File: src/rtl/rxq_pkg.sv
package rxq_pkg;
  localparam int CHAR_W = 9;

  typedef enum logic [1:0] {
    IRQ_EACH_A = 2'b00,
    IRQ_EACH_B = 2'b01,
    IRQ_3Q     = 2'b10,
    IRQ_FULL   = 2'b11
  } irq_mode_e;
endpackage

File: src/rtl/rxq_admit.sv
// Decides whether an arriving character is stored, and owns the overrun flag.
module rxq_admit #(
  parameter int CHAR_W = 9
) (
  input  logic              clk,
  input  logic              rst_n,
  input  logic              chr_valid,
  input  logic [CHAR_W-1:0] chr_data,
  input  logic              nine_bit_en,
  input  logic              addr_only_en,
  input  logic              ovr_clear,
  input  logic              q_full,
  output logic              push,
  output logic [CHAR_W-1:0] push_data,
  output logic              overrun
);
  localparam int LOW_W = CHAR_W - 1;

  logic passes_filter;
  logic offered;
  logic lose_char;

  // Address filtering only applies in 9-bit mode.
  always_comb begin
    if (nine_bit_en && addr_only_en)
      passes_filter = chr_data[CHAR_W-1];
    else
      passes_filter = 1'b1;
  end

  assign offered   = chr_valid && passes_filter && !overrun && !ovr_clear;
  assign push      = offered && !q_full;
  assign lose_char = offered && q_full;

  // In 8-bit mode the ninth bit is not part of the character.
  assign push_data = {nine_bit_en & chr_data[CHAR_W-1], chr_data[LOW_W-1:0]};

  always_ff @(posedge clk or negedge rst_n) begin
    if (!rst_n)
      overrun <= 1'b0;
    else if (ovr_clear)
      overrun <= 1'b0;
    else if (lose_char)
      overrun <= 1'b1;
  end
endmodule

File: src/rtl/rxq_fifo.sv
// Small circular queue with flush and a combinational head view.
module rxq_fifo #(
  parameter int CHAR_W = 9,
  parameter int DEPTH  = 4
) (
  input  logic              clk,
  input  logic              rst_n,
  input  logic              push,
  input  logic [CHAR_W-1:0] din,
  input  logic              pop_req,
  input  logic              flush,
  output logic [CHAR_W-1:0] head,
  output logic              empty,
  output logic              full,
  output logic [$clog2(DEPTH+1)-1:0] count
);
  localparam int PTR_W = (DEPTH > 1) ? $clog2(DEPTH) : 1;
  localparam int CNT_W = $clog2(DEPTH + 1);
  localparam logic [PTR_W-1:0] LAST_PTR = PTR_W'(DEPTH - 1);
  localparam logic [CNT_W-1:0] FULL_CNT = CNT_W'(DEPTH);

  logic [CHAR_W-1:0] mem [DEPTH];
  logic [PTR_W-1:0]  wr_ptr, rd_ptr;
  logic [DEPTH-1:0]  slot_wr;
  logic              pop;

  assign empty = (count == '0);
  assign full  = (count == FULL_CNT);
  assign pop   = pop_req && !empty;
  assign head  = empty ? '0 : mem[rd_ptr];

  // Per-slot write enables.
  for (genvar i = 0; i < DEPTH; i++) begin : g_slot
    assign slot_wr[i] = push && (wr_ptr == PTR_W'(i));
  end

  always_ff @(posedge clk or negedge rst_n) begin
    if (!rst_n) begin
      for (int i = 0; i < DEPTH; i++) mem[i] <= '0;
    end else begin
      for (int i = 0; i < DEPTH; i++)
        if (slot_wr[i]) mem[i] <= din;
    end
  end

  always_ff @(posedge clk or negedge rst_n) begin
    if (!rst_n) begin
      wr_ptr <= '0;
      rd_ptr <= '0;
      count  <= '0;
    end else if (flush) begin
      wr_ptr <= '0;
      rd_ptr <= '0;
      count  <= '0;
    end else begin
      if (push) wr_ptr <= (wr_ptr == LAST_PTR) ? '0 : wr_ptr + 1'b1;
      if (pop)  rd_ptr <= (rd_ptr == LAST_PTR) ? '0 : rd_ptr + 1'b1;
      case ({push, pop})
        2'b10:   count <= count + 1'b1;
        2'b01:   count <= count - 1'b1;
        default: count <= count;
      endcase
    end
  end
endmodule

File: src/rtl/rxq_irq_gen.sv
// Turns a store event and the fill level it creates into an interrupt pulse.
module rxq_irq_gen
  import rxq_pkg::*;
#(
  parameter int DEPTH = 4
) (
  input  logic                       clk,
  input  logic                       rst_n,
  input  logic                       push,
  input  logic [$clog2(DEPTH+1)-1:0] count,
  input  logic [1:0]                 irq_mode,
  output logic                       rx_irq
);
  localparam int CNT_W = $clog2(DEPTH + 1);
  localparam int OCC_W = CNT_W + 1;
  localparam logic [OCC_W-1:0] LVL_3Q   = OCC_W'((DEPTH * 3) / 4);
  localparam logic [OCC_W-1:0] LVL_FULL = OCC_W'(DEPTH);

  logic [OCC_W-1:0] occ_after;
  logic             fire;

  // Fill level the store creates, ignoring a same-cycle read.
  assign occ_after = {1'b0, count} + 1'b1;

  always_comb begin
    fire = 1'b0;
    if (push) begin
      unique case (irq_mode_e'(irq_mode))
        IRQ_EACH_A, IRQ_EACH_B: fire = 1'b1;
        IRQ_3Q:                 fire = (occ_after == LVL_3Q);
        IRQ_FULL:               fire = (occ_after == LVL_FULL);
        default:                fire = 1'b0;
      endcase
    end
  end

  always_ff @(posedge clk or negedge rst_n) begin
    if (!rst_n) rx_irq <= 1'b0;
    else        rx_irq <= fire;
  end
endmodule

File: src/rtl/rx_char_queue.sv
// Receive character queue: admission, storage and fill-level interrupt.
module rx_char_queue
  import rxq_pkg::*;
#(
  parameter int DEPTH = 4
) (
  input  logic              clk,
  input  logic              rst_n,
  input  logic              chr_valid,
  input  logic [CHAR_W-1:0] chr_data,
  input  logic              nine_bit_en,
  input  logic              addr_only_en,
  input  logic [1:0]        irq_mode,
  input  logic              rd_strobe,
  input  logic              ovr_clear,
  output logic [CHAR_W-1:0] rd_data,
  output logic              data_avail,
  output logic              overrun,
  output logic              rx_irq
);
  localparam int CNT_W = $clog2(DEPTH + 1);

  logic              push;
  logic [CHAR_W-1:0] push_data;
  logic              q_empty, q_full;
  logic [CNT_W-1:0]  q_count;

  rxq_admit #(.CHAR_W(CHAR_W)) u_admit (
    .clk          (clk),
    .rst_n        (rst_n),
    .chr_valid    (chr_valid),
    .chr_data     (chr_data),
    .nine_bit_en  (nine_bit_en),
    .addr_only_en (addr_only_en),
    .ovr_clear    (ovr_clear),
    .q_full       (q_full),
    .push         (push),
    .push_data    (push_data),
    .overrun      (overrun)
  );

  rxq_fifo #(.CHAR_W(CHAR_W), .DEPTH(DEPTH)) u_fifo (
    .clk     (clk),
    .rst_n   (rst_n),
    .push    (push),
    .din     (push_data),
    .pop_req (rd_strobe),
    .flush   (ovr_clear),
    .head    (rd_data),
    .empty   (q_empty),
    .full    (q_full),
    .count   (q_count)
  );

  rxq_irq_gen #(.DEPTH(DEPTH)) u_irq (
    .clk      (clk),
    .rst_n    (rst_n),
    .push     (push),
    .count    (q_count),
    .irq_mode (irq_mode),
    .rx_irq   (rx_irq)
  );

  assign data_avail = !q_empty;
endmodule

File: config.mk
export PLATFORM = sky130hd
export DESIGN_NAME = rx_char_queue
export DESIGN_NICKNAME = d
export VERILOG_FILES = /design/src/rtl/rxq_pkg.sv /design/src/rtl/rxq_admit.sv /design/src/rtl/rxq_fifo.sv /design/src/rtl/rxq_irq_gen.sv /design/src/rtl/rx_char_queue.sv
export SDC_FILE = /design/constraint.sdc
export NUM_CORES = 1
export LEC_CHECK = 0
export ABC_AREA = 1
export BUFFER_PORTS_ARGS = -buffer_cell sky130_fd_sc_hd__clkbuf_2
export CAP_MARGIN = 20
export CORE_AREA = 2 2 57 86
export DETAILED_ROUTE_END_ITERATION = 6
export DIE_AREA = 0 0 59 88
export PLACE_DENSITY = 0.81
export SYNTH_ARGS = -nofsm -noshare
export SYNTH_HDL_FRONTEND = slang
export SYNTH_HIERARCHICAL = 1
export SYNTH_SLANG_ARGS = --single-unit
File: constraint.sdc
create_clock -name clk -period 5.8 [get_ports clk]
set_input_delay 0 -clock clk [delete_from_list [all_inputs] [get_ports clk]]
set_output_delay 0 -clock clk [all_outputs]
set_load 0.02 [all_outputs]
==> impl_metrics.csv <==
group,metric,value,unit
clock_tree,clock-sinks,45,
clock_tree,cts_tree,"built",
setup_path,crit_top_cell,"nand2_1",
setup_path,worstPathRequired,6.03,ns
yosys,syn-num-nets,321,
clock_tree,clock_path_buffers,2,
cells_and_area,final_nets,351,
flow_run,cap_violations,0,
setup_path,slowest_delay,0.60,ns
detailed_routing,drtPass1Iterations,4,
sta,slew_viol_final,0,
placement,gp_congestion,0.799,
sta,period_minus_slack,2.88,ns
yosys,yosysWarnings,6,
die,core,4430,µm²
global_routing,grt_pass1_vias,1881,
power_and_ir_drop,switching_share,40.2,%
yosys,synth_top_area_share,47.0,%
power_and_ir_drop,leakagePower,1.38,nW
sta,hold_viol_final,0,
sta,skew,0.00547,ns
yosys,synth_area_leaders,"dfrtp_1 47%, o21ai_0 11%, nand2_1 9.1%",
die,ios,30,
setup_path,r2r_setup_slack,2.92,ns
detailed_routing,vias,1980,
die,rows,30,
global_routing,grt_max_degree,46,
power_and_ir_drop,clkPwrFrac,19.5,%
hold_path,holdPathEnd,"u_fifo/mem[30]",
sta,layout_setup_ws,2.92,ns
clock_tree,h-tree-depth,2,
setup_path,cp-end-kind,"register",
power_and_ir_drop,p_per_area,461,nW/µm²
detailed_routing,wl,4.88,mm
cells_and_area,finalInstanceArea,2690,µm²
setup_path,rr_worst_depth,13,
yosys,synth_top_area_cell,"dfrtp_1",
cells_and_area,diodes,0,
placement,hpwl,3.25,mm
yosys,avgSynthCellArea,8.09,µm²
yosys,synth_cells,296,
clock_tree,clkTransAtPathRegs,0.08,ns
detailed_routing,routedWlPerCell,13.0,µm
sta,slew_headroom,48.5,%
detailed_routing,drc,0,
global_routing,grt_first_pass_wirelength,8.42,mm
power_and_ir_drop,p_seq_share,41.9,%
sta,rsz0062_at_grt,"no",
clock_tree,cts_made_buffers,5,
power_and_ir_drop,internal_power,0.000743,W
hold_path,hp-start,"chr_data[3]",
power_and_ir_drop,switchingPower,0.000499,W
die,die-area,5190,µm²
sta,tns,0,ns
setup_path,reg2reg_from,"u_fifo/count[0]",
placement,dpl_cell_area,2450,µm²
setup_path,r2r_end,"u_fifo/count[2]",
clock_tree,clkLatencyLatePin,0.29,ns
detailed_routing,drtIter0Drc,77,
sta,max_slew.worst_pin.slew,0.770,ns
die,die_y,88,µm
yosys,synthArstFlopShare,100,%
hold_path,min_path_cells,3,
setup_path,crit_slowest_cell,"nor2_1",
yosys,ys_ff_latch,45,
run_status,status,"completed",
sta,min_period_over_period,49.7,%
power_and_ir_drop,total_power,0.00124,W
sta,fmax,347,MHz
sta,setup_viol,0,
global_routing,grt_antenna_before_repair,0,
sta,hold_ws,0.0152,ns
placement,port_buffers,29,
placement,dp_slack,2.94,ns
clock_tree,post_cts_resized,0,
setup_path,criticalPathCategory,"register to register",
yosys,synth_cell_types,26,
clock_tree,post-cts-setup-buffers,0,
yosys,synth_ff_type,"dfrtp_1",
die,chipWidth,59,µm
setup_path,cp_cell_sequence,"nor3_1 -> nor2_1 -> nand2_1 -> nor2_1 -> inv_1 -> nand3_2 -> inv_1 -> fa_1 -> xor2_1 -> nand3_1 -> nand2_1 -> nand2_1 -> nand2_1",
setup_path,cp.arrival,3.11,ns
yosys,syn_area,2400,µm²
clock_tree,cts-root-buf,"clkbuf_8",
die,start_util,54.1,%
power_and_ir_drop,irDropWorstVdd,0.214,mV
yosys,synth_edf_count,0,
cells_and_area,final_layout_size_suffix_gt1_share,16.2,%
detailed_routing,antenna_left,0,
yosys,yosysSeqAreaShare,47.0,%
cells_and_area,syn_to_final_growth,12.3,%
setup_path,worst_setup_path_start_kind,"register",
global_routing,grt_usage,21.6,%
setup_path,crit_fanout,10,
global_routing,grt_overflow,0,
power_and_ir_drop,pwr-share-comb,38.6,%
hold_path,hold_path.class,"input port to register",
detailed_routing,via_per_inst,5.28,
==> state kept, by name, indices dropped and copies added (netlist names) <==
name             cells
u_fifo/count         3
u_fifo/mem          36
u_fifo/rd_ptr        2
u_admit/overrun      1
u_irq/rx_irq         1
u_fifo/wr_ptr        2
==> power by group through the flow <==
stage	Sequential (W)	Clock [W]	Combinational, W
final	0.000520	0.000243	0.000479
after detailed placement	0.000524	0	0.000476
after floorplan	0.000487	0	0.000395
after global routing	0.000536	0.000260	0.000554
after CTS	0.000518	0.000250	0.000483
after global placement	0.000518	0	0.000463
==> per-stage QoR <==
stage,util [%],std cells
3_3_place_gp,55.4,356
5_1_grt,60.8,375
4_1_cts,60.3,374
3_5_place_dp,55.4,356
2_1_floorplan,-,296
6_report,60.8,375
==> cell families (layout without fill, tap and decap cells) <==
logic type | count (synthesis) | count (layout) | share of synthesized area [%]
flops | 45 | 45 | 47.0
compound gates | 71 | 71 | 15.1
simple gates | 123 | 123 | 21.7
buf+inv | 48 | 79 | 11.5
xor+xnor | 2 | 2 | 0.731
fa+ha+maj | 7 | 7 | 3.97
==> how the worst max path moves through the flow <==
stage / to / startpoint / cells past startpoint
after detailed placement: u_fifo/count[2] / u_fifo/count[0] / 13
after global placement: u_fifo/count[2] / u_fifo/count[0] / 13
final: u_fifo/count[2] / u_fifo/count[0] / 13
after floorplan: u_fifo/count[2] / u_fifo/count[2] / 15
after CTS: u_fifo/count[2] / u_fifo/count[0] / 13
after global routing: u_fifo/count[2] / u_fifo/count[0] / 13
==> placed cells by master, fill, tap and decap left out, drive strengths merged <==
master / instances
dlygate4sd3: 10
a211oi: 1
nand4: 3
xnor2: 1
xor2: 1
fa: 1
nor2: 44
inv: 31
a21oi: 11
nor3: 2
dfrtp: 45
nand2: 66
ha: 6
buf: 1
o21ai: 58
bufinv: 1
nand3: 8
clkbuf: 36
o211a: 1
==> cell usage after synthesis, types with 5 or more instances <==
cell / instances
buf_4: 8
nand2_2: 8
nor2_1: 43
nand2_1: 58
inv_1: 27
o21ai_1: 5
buf_6: 5
o21ai_0: 53
dfrtp_1: 45
ha_1: 6
nand3_1: 5
a21oi_1: 11
==> layout make-up <==
| type | count | area [µm²] |
|---|---|---|
| Fill cell | 410 | 1740 |
| Sequential cell | 45 | 1130 |
| Multi-Input combinational cell | 203 | 995 |
| Timing Repair Buffer | 40 | 265 |
| Inverter | 31 | 129 |
| Clock buffer | 7 | 86.3 |
| Tap cell | 48 | 60.1 |
| Clock inverter | 1 | 30.0 |
==> per-layer routing <==
layer | part of all wire, % | track usage, % | routed length [µm]
met2 | 52 | 36.4 | 2540
met3 | 2.6 | 3.25 | 125
met5 | 0 | 0 | 0
met4 | 1.0 | 10.5 | 50
met1 | 44 | 26.5 | 2170
==> what timing repair did <==
item | 4_1_cts | 5_1_grt
hold buffers | 10 | 0
endpoints found under the hold margin | 68 | 0
endpoints found under the setup margin | 0 | 0
==> critical path, delay by kind of cell, from the launching register on <==
kind          cells  cell delay (ns)
xor+xnor          1             0.22
fa+ha+maj         1             0.43
buf+inv           2             0.29
flops             1             0.54
simple gates      9             1.36
Note: power is estimated with default switching activity, not from simulation.
